**src/rtl/spireg_pkg.sv**
```systemverilog
package spireg_pkg;
  localparam int BYTE_W = 8;

  localparam logic [3:0] OP_RD_NIB  = 4'h2;
  localparam logic [3:0] OP_WR_NIB  = 4'h4;
  localparam logic [7:0] OP_STOP    = 8'h16;
  localparam logic [7:0] OP_CONT    = 8'h14;
  localparam logic [7:0] OP_SINGLE  = 8'h12;
  localparam logic [7:0] OP_NOP     = 8'hFF;

  typedef enum logic [2:0] {
    ST_CMD,
    ST_CNT_RD,
    ST_CNT_WR,
    ST_RD,
    ST_WR,
    ST_SINK
  } fsm_t;
endpackage

```
**src/rtl/spireg_sync.sv**
```systemverilog
module spireg_sync #(
  parameter int STAGES = 2
) (
  input  logic clk,
  input  logic rst_n,
  input  logic sclk,
  input  logic cs_n,
  input  logic mosi,
  output logic cs_s,
  output logic mosi_s,
  output logic sclk_rise,
  output logic sclk_fall,
  output logic cs_edge
);
  logic [STAGES-1:0] cs_ff, sclk_ff, mosi_ff;
  logic cs_prev, sclk_prev;

  always_ff @(posedge clk or negedge rst_n) begin
    if (!rst_n) begin
      cs_ff     <= '1;
      sclk_ff   <= '0;
      mosi_ff   <= '0;
      cs_prev   <= 1'b1;
      sclk_prev <= 1'b0;
    end else begin
      cs_ff     <= {cs_ff[STAGES-2:0], cs_n};
      sclk_ff   <= {sclk_ff[STAGES-2:0], sclk};
      mosi_ff   <= {mosi_ff[STAGES-2:0], mosi};
      cs_prev   <= cs_ff[STAGES-1];
      sclk_prev <= sclk_ff[STAGES-1];
    end
  end

  assign cs_s      = cs_ff[STAGES-1];
  assign mosi_s    = mosi_ff[STAGES-1];
  assign sclk_rise = sclk_ff[STAGES-1] & ~sclk_prev;
  assign sclk_fall = ~sclk_ff[STAGES-1] & sclk_prev;
  assign cs_edge   = cs_ff[STAGES-1] ^ cs_prev;
endmodule

```
**src/rtl/spireg_framer.sv**
```systemverilog
module spireg_framer
  import spireg_pkg::*;
(
  input  logic              clk,
  input  logic              rst_n,
  input  logic              active,
  input  logic              cs_edge,
  input  logic              sclk_rise,
  input  logic              sclk_fall,
  input  logic              mosi_s,
  input  logic [BYTE_W-1:0] tx_byte,
  output logic [BYTE_W-1:0] rx_byte,
  output logic              byte_done,
  output logic [2:0]        bit_cnt,
  output logic              miso
);
  logic [BYTE_W-1:0] shreg;

  always_ff @(posedge clk or negedge rst_n) begin
    if (!rst_n) begin
      shreg     <= '0;
      rx_byte   <= '0;
      byte_done <= 1'b0;
      bit_cnt   <= '0;
      miso      <= 1'b0;
    end else begin
      byte_done <= 1'b0;
      if (cs_edge || !active) begin
        bit_cnt <= '0;
        if (!active) miso <= 1'b0;
      end else if (sclk_fall) begin
        shreg   <= {shreg[BYTE_W-2:0], mosi_s};
        bit_cnt <= bit_cnt + 1'b1;
        if (bit_cnt == 3'd7) begin
          byte_done <= 1'b1;
          rx_byte   <= {shreg[BYTE_W-2:0], mosi_s};
        end
      end else if (sclk_rise) begin
        miso <= tx_byte[3'd7 - bit_cnt];
      end
    end
  end
endmodule

```
**src/rtl/spireg_regfile.sv**
```systemverilog
module spireg_regfile #(
  parameter int          ADDR_W = 4,
  parameter int          DATA_W = 8,
  parameter logic [7:0]  RST0   = 8'h01
) (
  input  logic              clk,
  input  logic              rst_n,
  input  logic              we,
  input  logic [ADDR_W-1:0] addr,
  input  logic [DATA_W-1:0] wdata,
  output logic [DATA_W-1:0] rdata
);
  localparam int DEPTH = 1 << ADDR_W;

  logic [DEPTH*DATA_W-1:0] flat;

  for (genvar g = 0; g < DEPTH; g++) begin : g_entry
    localparam logic [DATA_W-1:0] RV = (g == 0) ? DATA_W'(RST0) : '0;
    logic [DATA_W-1:0] q;
    always_ff @(posedge clk or negedge rst_n) begin
      if (!rst_n)                               q <= RV;
      else if (we && addr == ADDR_W'(g))        q <= wdata;
    end
    assign flat[g*DATA_W +: DATA_W] = q;
  end

  assign rdata = flat[addr*DATA_W +: DATA_W];
endmodule

```
**src/rtl/spireg_cmd_decoder.sv**
```systemverilog
module spireg_cmd_decoder
  import spireg_pkg::*;
#(
  parameter int         ADDR_W      = 4,
  parameter int         RES_BYTES   = 3,
  parameter int         SYNC_STAGES = 2,
  parameter logic [7:0] RST0_VAL    = 8'h01
) (
  input  logic                        clk,
  input  logic                        rst_n,
  input  logic                        sclk,
  input  logic                        cs_n,
  input  logic                        mosi,
  output logic                        miso,
  input  logic                        start_i,
  input  logic [RES_BYTES*BYTE_W-1:0] conv_data,
  input  logic                        conv_valid,
  output logic                        conv_ready
);
  localparam int RES_W = RES_BYTES * BYTE_W;
  localparam int RL_W  = $clog2(RES_BYTES + 1);

  logic cs_s, mosi_s, sclk_rise, sclk_fall, cs_edge;
  logic byte_done;
  logic [2:0] bit_cnt;
  logic [BYTE_W-1:0] rx_byte, tx_byte, rf_rdata;

  fsm_t              state;
  logic [ADDR_W-1:0] addr, cnt;
  logic              cont_q, res_new, rf_we, accept, byte_go;
  logic [RES_W-1:0]  res_hold, res_buf;
  logic [RL_W-1:0]   res_left;

  spireg_sync #(.STAGES(SYNC_STAGES)) sync_i (
    .clk(clk), .rst_n(rst_n), .sclk(sclk), .cs_n(cs_n), .mosi(mosi),
    .cs_s(cs_s), .mosi_s(mosi_s), .sclk_rise(sclk_rise),
    .sclk_fall(sclk_fall), .cs_edge(cs_edge)
  );

  spireg_framer framer_i (
    .clk(clk), .rst_n(rst_n), .active(~cs_s), .cs_edge(cs_edge),
    .sclk_rise(sclk_rise), .sclk_fall(sclk_fall), .mosi_s(mosi_s),
    .tx_byte(tx_byte), .rx_byte(rx_byte), .byte_done(byte_done),
    .bit_cnt(bit_cnt), .miso(miso)
  );

  assign byte_go = byte_done & ~cs_edge;
  assign rf_we   = byte_go && (state == ST_WR) && start_i;

  spireg_regfile #(.ADDR_W(ADDR_W), .DATA_W(BYTE_W), .RST0(RST0_VAL)) rf_i (
    .clk(clk), .rst_n(rst_n), .we(rf_we), .addr(addr),
    .wdata(rx_byte), .rdata(rf_rdata)
  );

  assign conv_ready = ~(cont_q & ~cs_s);
  assign accept     = conv_valid & conv_ready;

  always_ff @(posedge clk or negedge rst_n) begin
    if (!rst_n) begin
      state    <= ST_CMD;
      addr     <= '0;
      cnt      <= '0;
      cont_q   <= 1'b0;
      res_new  <= 1'b0;
      res_hold <= '0;
      res_buf  <= '0;
      res_left <= '0;
      tx_byte  <= '0;
    end else begin
      if (accept) begin
        res_hold <= conv_data;
        if (cont_q) res_new <= 1'b1;
      end

      if (cs_edge) begin
        state    <= ST_CMD;
        cnt      <= '0;
        res_left <= '0;
        tx_byte  <= '0;
        if (!cs_s && cont_q && res_new) begin
          tx_byte  <= res_hold[RES_W-1 -: BYTE_W];
          res_buf  <= res_hold << BYTE_W;
          res_left <= RL_W'(RES_BYTES - 1);
          res_new  <= 1'b0;
        end
      end else if (byte_done) begin
        unique case (state)
          ST_CMD: begin
            if (res_left != '0) begin
              tx_byte  <= res_buf[RES_W-1 -: BYTE_W];
              res_buf  <= res_buf << BYTE_W;
              res_left <= res_left - 1'b1;
            end else begin
              tx_byte  <= '0;
            end
            if (rx_byte[7:4] == OP_RD_NIB || rx_byte[7:4] == OP_WR_NIB) begin
              tx_byte  <= '0;
              res_left <= '0;
              if (start_i && !cont_q) begin
                addr  <= rx_byte[ADDR_W-1:0];
                state <= (rx_byte[7:4] == OP_RD_NIB) ? ST_CNT_RD : ST_CNT_WR;
              end else begin
                state <= ST_SINK;
              end
            end else if (rx_byte == OP_STOP) begin
              cont_q <= 1'b0;
            end else if (rx_byte == OP_CONT) begin
              cont_q <= 1'b1;
            end else if (rx_byte == OP_SINGLE) begin
              tx_byte  <= res_hold[RES_W-1 -: BYTE_W];
              res_buf  <= res_hold << BYTE_W;
              res_left <= RL_W'(RES_BYTES - 1);
            end
          end
          ST_CNT_RD: begin
            cnt     <= rx_byte[ADDR_W-1:0];
            tx_byte <= rf_rdata;
            addr    <= addr + 1'b1;
            state   <= ST_RD;
          end
          ST_RD: begin
            if (cnt == '0) begin
              tx_byte <= '0;
              state   <= ST_CMD;
            end else begin
              cnt     <= cnt - 1'b1;
              tx_byte <= rf_rdata;
              addr    <= addr + 1'b1;
            end
          end
          ST_CNT_WR: begin
            cnt     <= rx_byte[ADDR_W-1:0];
            tx_byte <= '0;
            state   <= ST_WR;
          end
          ST_WR: begin
            tx_byte <= '0;
            addr    <= addr + 1'b1;
            if (cnt == '0) state <= ST_CMD;
            else           cnt   <= cnt - 1'b1;
          end
          default: tx_byte <= '0;
        endcase
      end
    end
  end
endmodule

```
**config.mk**
```make
export PLATFORM = sky130hd
export DESIGN_NAME = spireg_cmd_decoder
export DESIGN_NICKNAME = d
export VERILOG_FILES = /design/src/rtl/spireg_pkg.sv /design/src/rtl/spireg_sync.sv /design/src/rtl/spireg_framer.sv /design/src/rtl/spireg_regfile.sv /design/src/rtl/spireg_cmd_decoder.sv
export SDC_FILE = /design/constraint.sdc
export NUM_CORES = 1
export LEC_CHECK = 0
export ABC_AREA = 1
export BUFFER_PORTS_ARGS = -buffer_cell sky130_fd_sc_hd__buf_2
export CAP_MARGIN = 20
export CORE_MARGIN = 1
export CORE_UTILIZATION = 50
export CTS_CLUSTER_DIAMETER = 120
export DETAILED_ROUTE_END_ITERATION = 12
export GPL_TIMING_DRIVEN = 0
export HOLD_SLACK_MARGIN = 0.05
export PLACE_DENSITY = 0.66
export SETUP_SLACK_MARGIN = 0.1
export SLEW_MARGIN = 20
export SYNTH_ARGS = -nofsm -noshare
export SYNTH_HDL_FRONTEND = slang
export SYNTH_SLANG_ARGS = --single-unit
```
**constraint.sdc**
```tcl
create_clock -name clk -period 6 [get_ports clk]
set_input_delay 1.5 -clock clk [delete_from_list [all_inputs] [get_ports clk]]
set_output_delay 1.5 -clock clk [all_outputs]
set_load 0.02 [all_outputs]
```
# Yosys cells after proc, flatten, opt, wreduce, memory -nomap -nowiden
# Cells that the tools add are included.
# W data, S select, Z words.
[classes]
shift = 1
reduce_logical = 49
n_mux = 60
bitwise_logic = 13
add_sub_neg = 5
n_lt_le_gt_ge = 1
n_eq_ne = 34
[ops]
columns = ["op", "n"]
rows = [
  ["$mux W24", 9],
  ["$shiftx A128 B8 Y8", 1],
  ["$mux W8", 9],
  ["$eq A4 B4 Y1 const B", 8],
  ["$eq A8 B5 Y1 const B", 3],
  ["$mux W4", 6],
  ["$pmux W8 S3", 1],
  ["$logic_and A1 B1 Y1", 21],
  ["$mux W3", 7],
  ["$eq A4 B3 Y1 const B", 5],
  ["$mux W2", 10],
  ["$mux W1", 14],
  ["$eq A4 B2 Y1 const B", 3],
  ["$pmux W3 S4", 1],
  ["$pmux W4 S3", 1],
  ["$reduce_and A3 Y1", 4],
  ["$reduce_bool A2 Y1", 6],
  ["$ne A2 B2 Y1 const B", 5],
  ["$logic_not A4 Y1", 2],
  ["$pmux W4 S2", 1],
  ["$not A1 Y1", 7],
  ["$eq A3 B2 Y1 const B", 2],
  ["$eq A3 B3 Y1 const B", 2],
  ["$ne A3 B3 Y1 const B", 2],
  ["23 further kinds", 33],
]
[totals]
out_inout_bits = 2
input_bits = 31
elab_cells = 198
register_bits = 227

# Depth between registers and ports, before layout
[depth]
ltp_word = 9
mapped_depth = 12
depth_no_buf = 11

# Modules after synthesis
# Synthesis repeated with hierarchy kept, for this count alone.
[hier_totals]
hier_cells = 1428
area_unflattened_um2 = 10956.8
[modules_own_cells]
columns = ["module", "cells_per_inst", "n_inst", "area_per_inst_um2"]
rows = [
  ["spireg_regfile", 830, 1, 6053.3],
  ["spireg_cmd_decoder", 482, 1, 3737.3],
  ["spireg_framer", 99, 1, 928.4],
  ["spireg_sync", 17, 1, 237.7],
]

# Least setup slack after synthesis
# No wires, ideal clock.
[synth_timing]
path_type = "in2reg"
from = "in start_i"
to = "reg rf_i.g_entry[15].q[7]"
arrival_time_ns = 2.691
path_slack_ns = 3.180
n_path_buf = 2
stages = 7
cell_sequence = "inv_1 nor4_4 buf_12 nand3_4 buf_6 nand2_1 o21ai_2"
[synth_between]
elab_chain_len = 2
[synth_rtl]
columns = ["item", "line", "text"]
rows = [
  ["start: declaration", "spireg_cmd_decoder.sv:15", "input logic start_i,"],
  ["$logic_and A1 B1 Y1", "spireg_cmd_decoder.sv:48", "assign rf_we = byte_go && (state == ST_WR) && start_i;"],
  ["$logic_and A1 B1 Y1", "spireg_regfile.sv:22", "else if (we && addr == ADDR_W'(g)) q <= wdata;"],
  ["end signal: assignment", "spireg_regfile.sv:22", ""],
  ["end: declaration", "spireg_regfile.sv:19", "logic [DATA_W-1:0] q;"],
]
# No other way between the ends.
# A chain may end at the register's enable or synchronous reset.

# Worst setup path after layout
[layout_timing]
from = "reg sync_i.cs_ff[1]"
to = "out conv_ready"
[layout_between]
elab_chain_len = 3
[layout_rtl]
columns = ["item", "line", "text"]
rows = [
  ["start: declaration", "spireg_sync.sv:15", "logic [STAGES-1:0] cs_ff, sclk_ff, mosi_ff;"],
  ["start signal: assignment", "spireg_sync.sv:26", "cs_ff <= {cs_ff[STAGES-2:0], cs_n};"],
  ["$not A1 Y1", "spireg_cmd_decoder.sv:55", "assign conv_ready = ~(cont_q & ~cs_s);"],
  ["$and A1 B1 Y1", "spireg_cmd_decoder.sv:55", ""],
  ["$not A1 Y1", "spireg_cmd_decoder.sv:55", ""],
  ["end: declaration", "spireg_cmd_decoder.sv:18", "output logic conv_ready"],
]
# No other way between the ends.

==> flow_summary.ini <==
[clock_tree]
cts_tree = built
clk_pin_slew_ps = 60
h-tree-depth = 1
holdBufCountCts = 0
cts_buffers = 25
clock_latency_ps = 540
cts_root_buffer = clkbuf_16
clockBufferDepth = 3
clkSinkCount = 227
postCtsSetupBuffers = 0
cts_resized = 0

[pwr]
peakVddDrop_mv = 0.233
power_density_nw_per_um2 = 293
leakagePower_nw = 5.99

[grt]
grt_max_degree = 89
grt_pass1_vias = 8760
grt_pass1_wl_um = 45600
grtUsageTotal = 0.261
antenna_found_initial = 0
grt-ovfl-total = 0

[logic_synthesis]
seq_area_frac_synth = 0.509
syn_area_um2 = 11200
synth_seq_cells = 227
syn_area_per_cell_um2 = 7.94
yosysWarnings = 0
synth_fp_nets = 1447
ys_types = 36
syn_inst = 1407

[timing]
finalMaxSlewViolations = 0
grt_setup_unrepaired = false
fmax_mhz = 335
slew_headroom = 0.383
setup_violations = 0
finalHoldViolations = 0
setup_ws_ps = 3010
tightest_slew_ps = 925
fin_crit_ps = 2990
clock_skew_ps = 15.8
fin_crit_sh = 0.498
setup_tns_ps = 0

[finish]
final_cells = 1766
nNetsFinal = 1508
syn2layout_area_growth_pct = 12.6
n_antenna_cell = 0
fin_util = 0.575
fillCellCount = 2080
multi_input_area_um2 = 4400
seqCellArea_um2 = 5690
drive_above_1_share = 0.106

[min_path]
hold_path_class = flop to flop

[die]
dieHeight_um = 152
die_area_um2 = 23000
num_rows = 54
coreArea_um2 = 21900
die_w_um = 152
start_util = 0.511
io-pin-count = 33

[route]
routed_via_density = 5.16
vias = 9112
first_iter_violations = 640
final_antenna_net_count = 0
routed_wl_um = 28500
wl_per_cell_um = 16.1
drtPass1Iterations = 5
drc_errors = 0

[flow_run]
maxCapViolCount = 0

[worst_setup_path]
arrival_ps = 1490
crit_fanout = 4
cp-end-kind = output pin
critical_path_class = flop to output pin
start_kind = flop
required_ps = 4500

[placement]
dp_slack_ps = 2680
port_buffers = 32
post-place-cells = 1721
dpl.hpwl_um = 19900
place.gp.congestion = 0.942

[outcome]
status = complete, no violations
==> cells in the final DEF, fill, tap and decap left out, types with 8 or more instances in the layout <==
master and count:
dfrtp_1 223, buf_2 45, ha_1 9, mux2_2 12, inv_1 186, nand3_1 79, o21ai_1 68, nor2_1 51
o21ai_2 17, clkbuf_1 38, buf_1 10, nand4_1 8, clkbuf_16 25, nand2_1 475, o21ai_0 128, a21oi_1 25
nand3_4 10, buf_6 10
==> logic make-up after synthesis <==
family | count (synthesis) | share of synthesized area
simple gates | 640 | 0.247
mux | 13 | 0.0130
xor+xnor | 2 | 0.00157
fa+ha+maj | 9 | 0.0101
flops | 227 | 0.509
compound gates | 254 | 0.122
buf+inv | 262 | 0.0977
==> worst paths after layout <==
path                              startpoint  slack, ps  depth (start not counted)                     to
setup / recovery             sync_i.cs_ff[1]       3010                          3             conv_ready
hold / removal             sync_i.sclk_ff[0]        350                          0      sync_i.sclk_ff[1]
setup reg to reg             sync_i.cs_ff[1]       3180                          7   rf_i.g_entry[6].q[7]
hold reg to reg            sync_i.sclk_ff[0]        350                          0      sync_i.sclk_ff[1]
max in group asynchronous              rst_n       4220                          2   rf_i.g_entry[0].q[0]
min in group asynchronous              rst_n        910                          1  rf_i.g_entry[10].q[6]
==> critical path, cell delays in order (launching register included) <==
cell and delay (ps):
dfstp_2 530, inv_1 90, nand2_1 140, buf_2 190
==> stage by stage <==
stage	cell area (um^2)	power (mW)	hold WS (ps)
after floorplan	11200	2.00	331
after global placement	11700	2.13	334
after detailed placement	11800	2.14	343
after CTS	12600	3.72	356
after global routing	12600	3.85	358
final	12600	3.68	354
==> layout make-up <==
type,instances,area share
timing repair buffer,34,0.0179
multi-input combinational,918,0.350
sequential,227,0.452
clock inverter,9,0.0109
tap,280,0.0278
inverter,197,0.0587
clock buffer,36,0.0554
buffer,65,0.0280
==> cells in the mapped netlist (all sizes together) <==
| master | instances | area, um^2 |
|---|---|---|
| dfstp | 4 | 105 |
| nor4 | 1 | 21.3 |
| o21ai | 213 | 1130 |
| o21bai | 1 | 7.51 |
| a21oi | 25 | 125 |
| ha | 9 | 113 |
| inv | 191 | 717 |
| clkinv | 6 | 22.5 |
| o2111ai | 2 | 17.5 |
| mux2i | 1 | 10.0 |
| nor2 | 55 | 226 |
| o22ai | 7 | 43.8 |
| mux2 | 12 | 135 |
| nand3 | 95 | 631 |
| nand2 | 476 | 1790 |
| buf | 35 | 240 |
| o31ai | 1 | 7.51 |
| a31oi | 2 | 12.5 |
| o211ai | 3 | 22.5 |
| xor2 | 2 | 17.5 |
| nand4 | 8 | 50.1 |
| clkbuf | 30 | 113 |
| nor3 | 5 | 35.0 |
| dfrtp | 223 | 5580 |
==> per-layer routing <==
| metal | track usage | vias up | wire length, um |
|---|---|---|---|
| met2 | 0.444 | 238 | 13700 |
| li1 | - | 4559 | - |
| met1 | 0.345 | 4256 | 12600 |
| met4 | 0.0851 | 0 | 904 |
| met5 | 0 | - | 0 |
| met3 | 0.0323 | 59 | 1310 |
==> state kept, by name, summed over array words and instances (netlist names), 2 cells and up <==
name,flops
rf_i.g_entry.q,128
res_buf,24
framer_i.rx_byte,8
res_left,2
tx_byte,8
sync_i.sclk_ff,2
res_hold,24
sync_i.mosi_ff,2
addr,4
state,3
framer_i.shreg,7
cnt,4
framer_i.bit_cnt,3
sync_i.cs_ff,2
==> where the power goes <==
group	leakage, nW	switching (mW)	internal [mW]
logic	2.57	0.281	0.138
clock network	0.407	0.624	0.939
registers	3.02	0.0638	1.64
(Power assumes the default switching activity.)
